===== src/rtl/pwr_pkg.sv =====
`timescale 1ns/1ps
package pwr_pkg;
  localparam int DATA_W = 8;
  localparam int DOM_W  = 4;
  localparam int STATE_W = 3;

  localparam int BIT_PIN_EN  = 7;
  localparam int BIT_PM_HI   = 6;
  localparam int BIT_PM_LO   = 5;
  localparam int BIT_RSV     = 4;
  localparam int BIT_BYPASS  = 3;
  localparam logic [DATA_W-1:0] RSV_MASK = DATA_W'(1) << BIT_RSV;

  localparam logic [2:0] PF_RUN   = 3'b000;
  localparam logic [2:0] PF_FULL  = 3'b001;
  localparam logic [2:0] PF_STBY  = 3'b010;
  localparam logic [2:0] PF_RESET = 3'b011;
  localparam logic [2:0] PF_CORE  = 3'b100;
  localparam logic [2:0] PF_FE    = 3'b101;

  typedef enum logic [STATE_W-1:0] {
    ST_RUN     = 3'd0,
    ST_FULL_PD = 3'd1,
    ST_STBY    = 3'd2,
    ST_CORE_PD = 3'd3,
    ST_FE_PD   = 3'd4,
    ST_OUT_EN  = 3'd5
  } pwr_state_e;

  // domain bit order: [3] outputs, [2] front end, [1] core, [0] clock
  function automatic logic [DOM_W-1:0] dom_decode(pwr_state_e s);
    case (s)
      ST_RUN:     return 4'b1111;
      ST_FULL_PD: return 4'b0000;
      ST_STBY:    return 4'b0001;
      ST_CORE_PD: return 4'b1101;
      ST_FE_PD:   return 4'b1011;
      ST_OUT_EN:  return 4'b1001;
      default:    return 4'b1111;
    endcase
  endfunction
endpackage


===== src/rtl/pwr_pin_sync.sv =====
`timescale 1ns/1ps
module pwr_pin_sync #(
  parameter bit HAS_PIN = 1'b1,
  parameter int STAGES  = 2
) (
  input  logic clk,
  input  logic rst_n,
  input  logic pin_n_i,
  output logic pin_n_o
);
  generate
    if (HAS_PIN) begin : g_sync
      logic [STAGES-1:0] sr;
      always_ff @(posedge clk or negedge rst_n) begin
        if (!rst_n) sr <= '1;
        else        sr <= {sr[STAGES-2:0], pin_n_i};
      end
      assign pin_n_o = sr[STAGES-1];
    end else begin : g_none
      logic unused_pin;
      assign unused_pin = pin_n_i;
      assign pin_n_o = 1'b1;
    end
  endgenerate
endmodule


===== src/rtl/pwr_mode_reg.sv =====
`timescale 1ns/1ps
module pwr_mode_reg
  import pwr_pkg::*;
#(
  parameter int ADDR_W = 8,
  parameter logic [ADDR_W-1:0] MODE_ADDR = 'h08
) (
  input  logic              clk,
  input  logic              rst_n,
  input  logic [ADDR_W-1:0] reg_addr,
  input  logic              reg_wr,
  input  logic [DATA_W-1:0] reg_wdata,
  output logic [DATA_W-1:0] reg_rdata,
  output logic [DATA_W-1:0] mode_q,
  output logic              rst_pulse_o
);
  logic hit;
  logic reset_cmd;

  assign hit       = (reg_addr == MODE_ADDR);
  assign reset_cmd = (mode_q[2:0] == PF_RESET);

  always_ff @(posedge clk or negedge rst_n) begin
    if (!rst_n) begin
      mode_q      <= '0;
      rst_pulse_o <= 1'b0;
    end else begin
      rst_pulse_o <= reset_cmd && !rst_pulse_o;
      if (reg_wr && hit)
        mode_q <= reg_wdata & ~RSV_MASK;
      else if (reset_cmd)
        mode_q[2:0] <= PF_RUN;
    end
  end

  assign reg_rdata = hit ? mode_q : '0;
endmodule


===== src/rtl/pwr_state_resolve.sv =====
`timescale 1ns/1ps
module pwr_state_resolve
  import pwr_pkg::*;
#(
  parameter bit HAS_PIN = 1'b1
) (
  input  logic              clk,
  input  logic              rst_n,
  input  logic [DATA_W-1:0] mode_q,
  input  logic              pin_n,
  output logic [STATE_W-1:0] state_o,
  output logic [DOM_W-1:0]   dom_en_o,
  output logic               bypass_o
);
  pwr_state_e reg_state, pin_state, next_state;
  logic pin_rules;

  always_comb begin
    case (mode_q[2:0])
      PF_FULL: reg_state = ST_FULL_PD;
      PF_STBY: reg_state = ST_STBY;
      PF_CORE: reg_state = ST_CORE_PD;
      PF_FE:   reg_state = ST_FE_PD;
      default: reg_state = ST_RUN;
    endcase
  end

  always_comb begin
    case (mode_q[BIT_PM_HI:BIT_PM_LO])
      2'b00:   pin_state = ST_FULL_PD;
      2'b01:   pin_state = ST_STBY;
      2'b11:   pin_state = ST_OUT_EN;
      default: pin_state = ST_RUN;
    endcase
  end

  assign pin_rules = HAS_PIN && mode_q[BIT_PIN_EN];

  always_comb begin
    if (!pin_rules)  next_state = reg_state;
    else if (pin_n)  next_state = ST_RUN;
    else             next_state = pin_state;
  end

  always_ff @(posedge clk or negedge rst_n) begin
    if (!rst_n) begin
      state_o  <= ST_RUN;
      dom_en_o <= dom_decode(ST_RUN);
      bypass_o <= 1'b0;
    end else begin
      state_o  <= next_state;
      dom_en_o <= dom_decode(next_state);
      bypass_o <= mode_q[BIT_BYPASS];
    end
  end
endmodule


===== src/rtl/pwr_mode_ctrl.sv =====
`timescale 1ns/1ps
module pwr_mode_ctrl #(
  parameter bit HAS_EXT_PIN = 1'b1,
  parameter int ADDR_W      = 8,
  parameter logic [ADDR_W-1:0] MODE_ADDR = 'h08,
  parameter int SYNC_STAGES = 2
) (
  input  logic              clk,
  input  logic              rst_n,
  input  logic [ADDR_W-1:0] reg_addr,
  input  logic              reg_wr,
  input  logic [7:0]        reg_wdata,
  output logic [7:0]        reg_rdata,
  input  logic              ext_pd_n,
  output logic [2:0]        state_o,
  output logic [3:0]        dom_en_o,
  output logic              bypass_o,
  output logic              chip_rst_o
);
  logic [7:0] mode_q;
  logic       pin_n_s;

  pwr_pin_sync #(.HAS_PIN(HAS_EXT_PIN), .STAGES(SYNC_STAGES)) u_sync (
    .clk(clk), .rst_n(rst_n), .pin_n_i(ext_pd_n), .pin_n_o(pin_n_s)
  );

  pwr_mode_reg #(.ADDR_W(ADDR_W), .MODE_ADDR(MODE_ADDR)) u_reg (
    .clk(clk), .rst_n(rst_n), .reg_addr(reg_addr), .reg_wr(reg_wr),
    .reg_wdata(reg_wdata), .reg_rdata(reg_rdata), .mode_q(mode_q),
    .rst_pulse_o(chip_rst_o)
  );

  pwr_state_resolve #(.HAS_PIN(HAS_EXT_PIN)) u_res (
    .clk(clk), .rst_n(rst_n), .mode_q(mode_q), .pin_n(pin_n_s),
    .state_o(state_o), .dom_en_o(dom_en_o), .bypass_o(bypass_o)
  );
endmodule


===== config.mk =====
export PLATFORM = sky130hd
export DESIGN_NAME = pwr_mode_ctrl
export DESIGN_NICKNAME = d
export VERILOG_FILES = /design/src/rtl/pwr_pkg.sv /design/src/rtl/pwr_pin_sync.sv /design/src/rtl/pwr_mode_reg.sv /design/src/rtl/pwr_state_resolve.sv /design/src/rtl/pwr_mode_ctrl.sv
export SDC_FILE = /design/constraint.sdc
export NUM_CORES = 1
export LEC_CHECK = 0
export BUFFER_PORTS_ARGS = -buffer_cell sky130_fd_sc_hd__buf_2
export CORE_ASPECT_RATIO = 0.75
export CORE_UTILIZATION = 46
export DETAILED_ROUTE_END_ITERATION = 8
export PLACE_DENSITY = 0.73
export SYNTH_ARGS = -nofsm -noshare
export SYNTH_HDL_FRONTEND = slang
export SYNTH_HIERARCHICAL = 1
export SYNTH_SLANG_ARGS = --single-unit

===== constraint.sdc =====
create_clock -name clk -period 2.1 [get_ports clk]
set_input_delay 0.21 -clock clk [delete_from_list [all_inputs] [get_ports clk]]
set_output_delay 0.21 -clock clk [all_outputs]
set_load 0.05 [all_outputs]

* Yosys cells after proc, flatten, opt, wreduce, memory -nomap -nowiden
Index checks and enable logic that the tools add are counted.
** Storage, ports and cells
- Bits in registers :: 18
- Bits of input ports :: 20
- Logic and storage cells :: 33
** Operators by class
- Reductions and logical operators :: 5
- Multiplexer cells :: 8
- Eq/ne operators :: 13
** Operators by type and width (number)
- case mux 4 bit (5 select lines) :: 1
- == test 3 x 2 -> 1 bit (second input constant) :: 4
- == test 3 bit (second input constant) :: 4
- 2-to-1 mux 3 bit :: 4
- case mux 3 bit (4 select lines) :: 1
- case mux 3 bit (3 select lines) :: 1
- == test 8 x 4 -> 1 bit (second input constant) :: 1
- 2-to-1 mux 8 bit :: 1
- == test 3 x 1 -> 1 bit (second input constant) :: 2
- == test 2 x 1 -> 1 bit (second input constant) :: 1
- == test 2 bit (second input constant) :: 1
- logical AND 1 bit :: 2
- logical NOT 2 bit :: 1
- nonzero test 2 bit :: 1
- logical NOT 1 bit :: 1

* Depth between registers and ports, before layout
Gate-level depths: netlist (run 1).
- Depth after elaboration :: 6
- Mapped depth :: 7
- Depth with buffers taken out :: 7

* Cells and area by module
The synthesis (run 1) kept the hierarchy.
** Modules (own cells, without submodules)
- pwr_mode_reg :: times used 1, sequential area each 200.2 sq um, cells each 36, area an instance 426.7 sq um
- pwr_state_resolve :: times used 1, sequential area each 205.2 sq um, cells each 33, area an instance 404.1 sq um
- pwr_pin_sync :: times used 1, sequential area each 52.6 sq um, cells each 2, area an instance 52.6 sq um

* Least setup slack after synthesis (run 1)
Ideal clock, no wire load.
- Path kind :: flip-flop to flip-flop
- Start :: reg u_reg.mode_q[5]
- End :: reg u_res.dom_en_o[3]
- Buffers on the path :: 0
- Library setup time :: 0.086 ns
- Data required time :: 2.014 ns
- Data arrival time :: 1.388 ns
- Cell stages (with the launch flop) :: 7
- Slack :: 0.626 ns
- Cell sequence :: dfrtp_1 > ha_1 > and3b_1 > a21oi_2 > ha_1 > nor2_1 > mux2i_1
** Between the ends
- Longest elaborated chain between the ends :: 6
** Ends and longest elaborated chain
- start: declaration :: line pwr_mode_reg.sv:14 : output logic [DATA_W-1:0] mode_q,
- start signal: assignment :: line pwr_mode_reg.sv:30 : mode_q <= reg_wdata & ~RSV_MASK;
- == test 2 bit (tied with other cells) :: line pwr_state_resolve.sv:29 : case (mode_q[BIT_PM_HI:BIT_PM_LO])
- case mux 3 bit (3 select lines) (*) :: line pwr_state_resolve.sv:29
- 2-to-1 mux 3 bit (*) :: line pwr_state_resolve.sv:41 : else if (pin_n) next_state = ST_RUN;
- 2-to-1 mux 3 bit (*) :: line pwr_state_resolve.sv:40 : if (!pin_rules) next_state = reg_state;
- == test 3 bit (tied with other cells) :: line pwr_pkg.sv:32 : case (s)
- case mux 4 bit (5 select lines) (*) :: line pwr_pkg.sv:32
- end signal: assignment :: line pwr_state_resolve.sv:48 : dom_en_o <= dom_decode(ST_RUN);
- end signal: assignment :: line pwr_state_resolve.sv:52 : dom_en_o <= dom_decode(next_state);
- end: declaration :: line pwr_state_resolve.sv:12 : output logic [DOM_W-1:0] dom_en_o,
Every way passes the cells marked *; elsewhere a longest branch is shown, timed or not.
A chain may end at the register's enable or synchronous reset.

* Final worst setup path (run 1)
Same ends and word-level chain as after synthesis.

==> impl_metrics.py, run 1 <==
metrics = {
    "run_status": {
        "status": "complete, no violations",
    },
    "clock_network": {
        "cts_resized": 0,
        "cts.sinks": 18,
        "htreeDepth": 1,
        "clock_latency_ns": 0.29,
        "cts_root_buffer": "clkbuf_4",
        "cts-buffers-inserted": 3,
        "tritoncts": "done",
        "clockBufferDepth": 2,
        "cts.reportedPaths.clkPinSlew_ns": 0.10,
    },
    "worst_setup_path": {
        "worstPathRequired_ns": 2.32,
        "critPathMaxStageDelay_ns": 0.42,
        "crit_chain": "ha_1 > and3b_1 > a21oi_2 > ha_1 > nor2_1 > mux2i_1",
        "cp_top_family": "adder cells",
        "crit_slowest_cell": "dfrtp_1",
        "path_class": "reg2reg",
        "cp_data_arrival_time_ns": 1.90,
        "path_max_fanout": 5,
        "startpoint_type": "flip-flop",
        "cpMostUsedCell": "ha_1",
        "crit_buf_inv": 0,
        "crit_path_end_kind": "flip-flop",
    },
    "sta": {
        "rsz0062_at_grt": "no",
        "setup_viol": 0,
        "drv_slew": 0,
        "period_minus_slack_ns": 1.680,
        "fmaxAchievable_mhz": 595.3,
        "fin_worst_skew_ns": 0.008667,
        "finalHoldViolCount": 0,
        "whs_ns": 0.1346,
        "tns_ns": 0,
        "period_share_pct": 79.99,
    },
    "global_route": {
        "grt.total_usage_pct": 19.97,
        "grt_pass1_wl_mm": 2.739,
        "antenna_found_initial": 0,
        "grt_pass1_vias": 624,
        "overflow": 0,
        "grt_max_degree": 19,
    },
    "power_and_ir_drop": {
        "powerDensity_mw_per_mm2": 694.8,
        "max-vdd-ir-drop_v": 0.0005155,
        "leakage_nw": 0.6387,
    },
    "layout": {
        "mostFrequentLayoutCells": "34 x buf_2, 12 x dfrtp_1, 7 x and2_1, 6 x inv_1, 6 x dfstp_2",
        "drive_above_1_share_pct": 49.54,
        "final_common_cell": "buf_2",
        "area_delta_synth_final_pct": 28.14,
        "antenna_cells": 0,
        "nets": 133,
    },
    "synth": {
        "syn-num-nets": 93,
        "yosysWarnings": 6,
        "avgSynthCellArea_um2": 12.51,
        "syn_inst": 70,
        "synth.cell_area_um2": 875.8,
    },
    "detailed_routing": {
        "drc": 0,
        "ant_nets": 0,
        "drtIter0Drc": 3,
        "wl_per_cell_um": 11.96,
        "first_pass_iters": 4,
        "detail_route.wirelength_mm": 1.567,
        "viasPerCell": 4.847,
        "vias": 635,
    },
    "min_path": {
        "hp-class": "in2reg",
    },
    "floorplan": {
        "rows": 13,
        "die_area_mm2": 0.002084,
        "coreArea_mm2": 0.001757,
        "initial_core_util_pct": 49.86,
        "die_y_um": 39.79,
        "fp.dieW_um": 52.39,
        "ioPinCount": 37,
    },
    "placed_design": {
        "gp_congestion": 0.7612,
        "io_buffers": 34,
        "hpwl_mm": 1.209,
    },
    "flow_run": {
        "drv_cap": 0,
    },
}
flip-flops by register name, summed over array words and instances, names as in the netlist:
name and flops:
u_reg/mode_q 7, u_res/dom_en_o 4, u_res/state_o 3, u_sync/g_sync.sr 2
u_reg/rst_pulse_o 1, u_res/bypass_o 1
layout make-up:
class	count	area, um^2
multi-input combinational	45	387.9
timing repair buffer	36	190.2
inverter	6	22.52
sequential	18	457.9
clock buffer	4	36.28
tap	22	27.53
fill	160	634.4
metrics by stage:
stage / cells / cell area (um^2) / setup slack (ns) / power, mW / util (%)
6_report: 131 / 1122 / 0.4202 / 0.7798 / 63.89
5_1_grt: 131 / 1122 / 0.2460 / 0.8220 / 63.89
4_1_cts: 131 / 1122 / 0.4212 / 0.7890 / 63.89
3_5_place_dp: 125 / 1066 / 0.4484 / 0.5761 / 60.68
3_3_place_gp: 125 / 1066 / 0.5095 / 0.5714 / 60.68
2_1_floorplan: 70 / 875.8 / 0.6260 / 0.5268 / -
path summary, 6_finish.rpt:
kind / startpoint / to / slack, ns / depth (start not counted)
max reg2reg: u_reg/mode_q[5]$_DFFE_PN0P_ / u_res/dom_en_o[3]$_DFF_PN1_ / 0.42 / 6
min reg2reg: u_sync/g_sync.sr[0]$_DFF_PN1_ / u_sync/g_sync.sr[1]$_DFF_PN1_ / 0.36 / 0
min: reg_wdata[0] / u_reg/mode_q[0]$_DFFE_PN0P_ / 0.13 / 3
max in group asynchronous: rst_n / u_res/dom_en_o[3]$_DFF_PN1_ / 1.43 / 2
max: u_reg/mode_q[5]$_DFFE_PN0P_ / u_res/dom_en_o[3]$_DFF_PN1_ / 0.42 / 6
min in group asynchronous: rst_n / u_res/state_o[1]$_DFF_PN0_ / 0.35 / 2
power breakdown:
group / switching [mW] / internal [mW]
registers: 0.0146 / 0.385
clock network: 0.103 / 0.106
logic: 0.118 / 0.0539
worst min-delay path, stage by stage:
cell and delay, ns:
buf_2 0.09, inv_1 0.04, mux2i_1 0.05
per-layer routing:
layer	vias to the layer above	global-route usage [%]	share of wire (%)
met5	-	0	0
met4	0	8.553	1.6
met3	5	8.140	5.9
met2	19	33.86	49
met1	295	22.33	43
li1	316	-	-
repair_timing:
action	4_1_cts	5_1_grt
hold buffers	2	0
hold endpoints to repair	13	0
endpoints found under the setup margin	0	0
setup buffers	0	0
No activity file was read; power rests on OpenSTA's default activity.
==> run 2, diff against run 1 <==
==> constraint.sdc (replaced) <==
create_clock -name clk -period 1.55 [get_ports clk]
set_input_delay 0.155 -clock clk [delete_from_list [all_inputs] [get_ports clk]]
set_output_delay 0.155 -clock clk [all_outputs]
set_load 0.05 [all_outputs]
==> run 2 against run 1 <==
Hold slack lost 0.045 ns. Critical path type unchanged. Final area is 8.0% higher. Global-route usage fell by 1.2 points. Die area is the same. Non-clock buffer count up 8. Register-to-register slack worse by 0.34 ns. Largest power group unchanged. Largest cell class unchanged. Clock-buffer cell count is the same. Via count up 6.6%.
==> impl_metrics.py, run 2 (synthesis results as in run 1) <==
metrics = {
    "run_status": {
        "status": "complete, no violations",
    },
    "worst_setup_path": {
        "crit_chain": "ha_1 > and3b_2 > a21oi_4 > ha_4 > nor2_2 > mux2i_1",
        "path_class": "reg2reg",
        "critPathMaxStageDelay_ns": 0.43,
        "cp_data_arrival_time_ns": 1.69,
        "startpoint_type": "flip-flop",
        "path_max_fanout": 4,
        "crit_path_end_kind": "flip-flop",
        "worstPathRequired_ns": 1.76,
        "crit_slowest_cell": "dfrtp_1",
        "cp_top_family": "adder cells",
        "crit_buf_inv": 0,
    },
    "power_and_ir_drop": {
        "leakage_nw": 0.6779,
        "p_total_mw": 1.036,
        "max-vdd-ir-drop_v": 0.0007136,
        "powerDensity_mw_per_mm2": 854.8,
    },
    "floorplan": {
        "die_area_mm2": 0.002084,
        "coreArea_mm2": 0.001757,
        "rows": 13,
        "die_y_um": 39.79,
        "ioPinCount": 37,
        "initial_core_util_pct": 49.86,
        "fp.dieW_um": 52.39,
    },
    "placed_design": {
        "placed_area_mm2": 0.001119,
        "gp_congestion": 0.8339,
        "hpwl_mm": 1.253,
        "io_buffers": 34,
        "dp_cells": 132,
        "place_ws_ns": 0.04860,
    },
    "layout": {
        "area_delta_synth_final_pct": 38.43,
        "final_core_util_pct": 69.02,
        "top_regs": "u_reg/mode_q x7, u_res/dom_en_o x4, u_res/state_o x3",
        "final_area_mm2": 0.001212,
        "largest_reg_flops": 7,
        "nets": 141,
        "fin_cells": 139,
        "antenna_cells": 0,
        "mostFrequentLayoutCells": "34 x buf_2, 12 x dfrtp_1, 8 x buf_4, 7 x and2_1",
        "regMostFlops": "u_reg/mode_q",
        "final_common_cell": "buf_2",
        "drive_above_1_share_pct": 57.26,
    },
    "clock_network": {
        "clockBufferDepth": 2,
        "cts_root_buffer": "clkbuf_4",
        "clock_latency_ns": 0.29,
        "tritoncts": "done",
        "htreeDepth": 1,
        "cts.reportedPaths.clkPinSlew_ns": 0.10,
        "cts.sinks": 18,
        "cts-buffers-inserted": 3,
    },
    "global_route": {
        "grt_pass1_wl_mm": 2.677,
        "grt.total_usage_pct": 18.75,
        "overflow": 0,
        "grt_pass1_vias": 604,
        "antenna_found_initial": 0,
        "grt_max_degree": 19,
    },
    "flow_run": {
        "drv_cap": 0,
    },
    "sta": {
        "setup_ws_ns": 0.07584,
        "drv_slew": 0,
        "fmaxAchievable_mhz": 678.4,
        "tns_ns": 0,
        "fin_worst_skew_ns": 0.007707,
        "period_share_pct": 95.11,
        "period_minus_slack_ns": 1.474,
        "setup_viol": 0,
        "whs_ns": 0.08916,
        "finalHoldViolCount": 0,
    },
    "detailed_routing": {
        "wl_per_cell_um": 12.45,
        "viasPerCell": 4.871,
        "detail_route.wirelength_mm": 1.731,
        "first_pass_iters": 4,
        "drc": 0,
        "drtIter0Drc": 3,
        "vias": 677,
        "ant_nets": 0,
    },
    "min_path": {
        "hp-class": "in2reg",
    },
}
## run 2: final timing paths
check | cells after the start | slack, ns | start | endpoint
max in group asynchronous | 2 | 0.91 | rst_n | u_res/dom_en_o[2]$_DFF_PN1_
min | 3 | 0.09 | reg_wdata[1] | u_reg/mode_q[1]$_DFFE_PN0P_
max | 6 | 0.08 | u_reg/mode_q[5]$_DFFE_PN0P_ | u_res/dom_en_o[3]$_DFF_PN1_
max reg2reg | 6 | 0.08 | u_reg/mode_q[5]$_DFFE_PN0P_ | u_res/dom_en_o[3]$_DFF_PN1_
min in group asynchronous | 2 | 0.31 | rst_n | u_reg/mode_q[7]$_DFFE_PN0P_
min reg2reg | 0 | 0.36 | u_sync/g_sync.sr[0]$_DFF_PN1_ | u_sync/g_sync.sr[1]$_DFF_PN1_
## run 2: final cells by class
cell class / count / area, um^2
Timing Repair Buffer: 44 / 250.2
Sequential cell: 18 / 457.9
Fill cell: 144 / 544.3
Tap cell: 22 / 27.53
Clock buffer: 4 / 26.28
Multi-Input combinational cell: 45 / 427.9
Inverter: 6 / 22.52
## run 2: worst min-delay path, delay by kind of cell
kind                   cells  cell delay [ns]
buffers and inverters      2             0.13
muxes                      1             0.05
## run 2: power breakdown
group          total, mW  internal [mW]  switching, mW
logic              0.267         0.0927          0.175
clock network      0.233         0.0999          0.133
registers          0.536          0.521         0.0146
## run 2: metal layers
layer / vias up / track usage [%] / share of wire (%)
met4: 0 / 5.921 / 0.69
met3: 2 / 6.977 / 4.3
met1: 326 / 20.33 / 43
li1: 331 / - / -
met2: 18 / 34.18 / 51
met5: - / 0 / 0
## run 2: what timing repair did
action                                 4_1_cts  5_1_grt
endpoints found under the hold margin       13        0
resized for setup                            0        7
buffers inserted                             0        1
setup endpoints to repair                    0        3
hold buffers                                 2        0
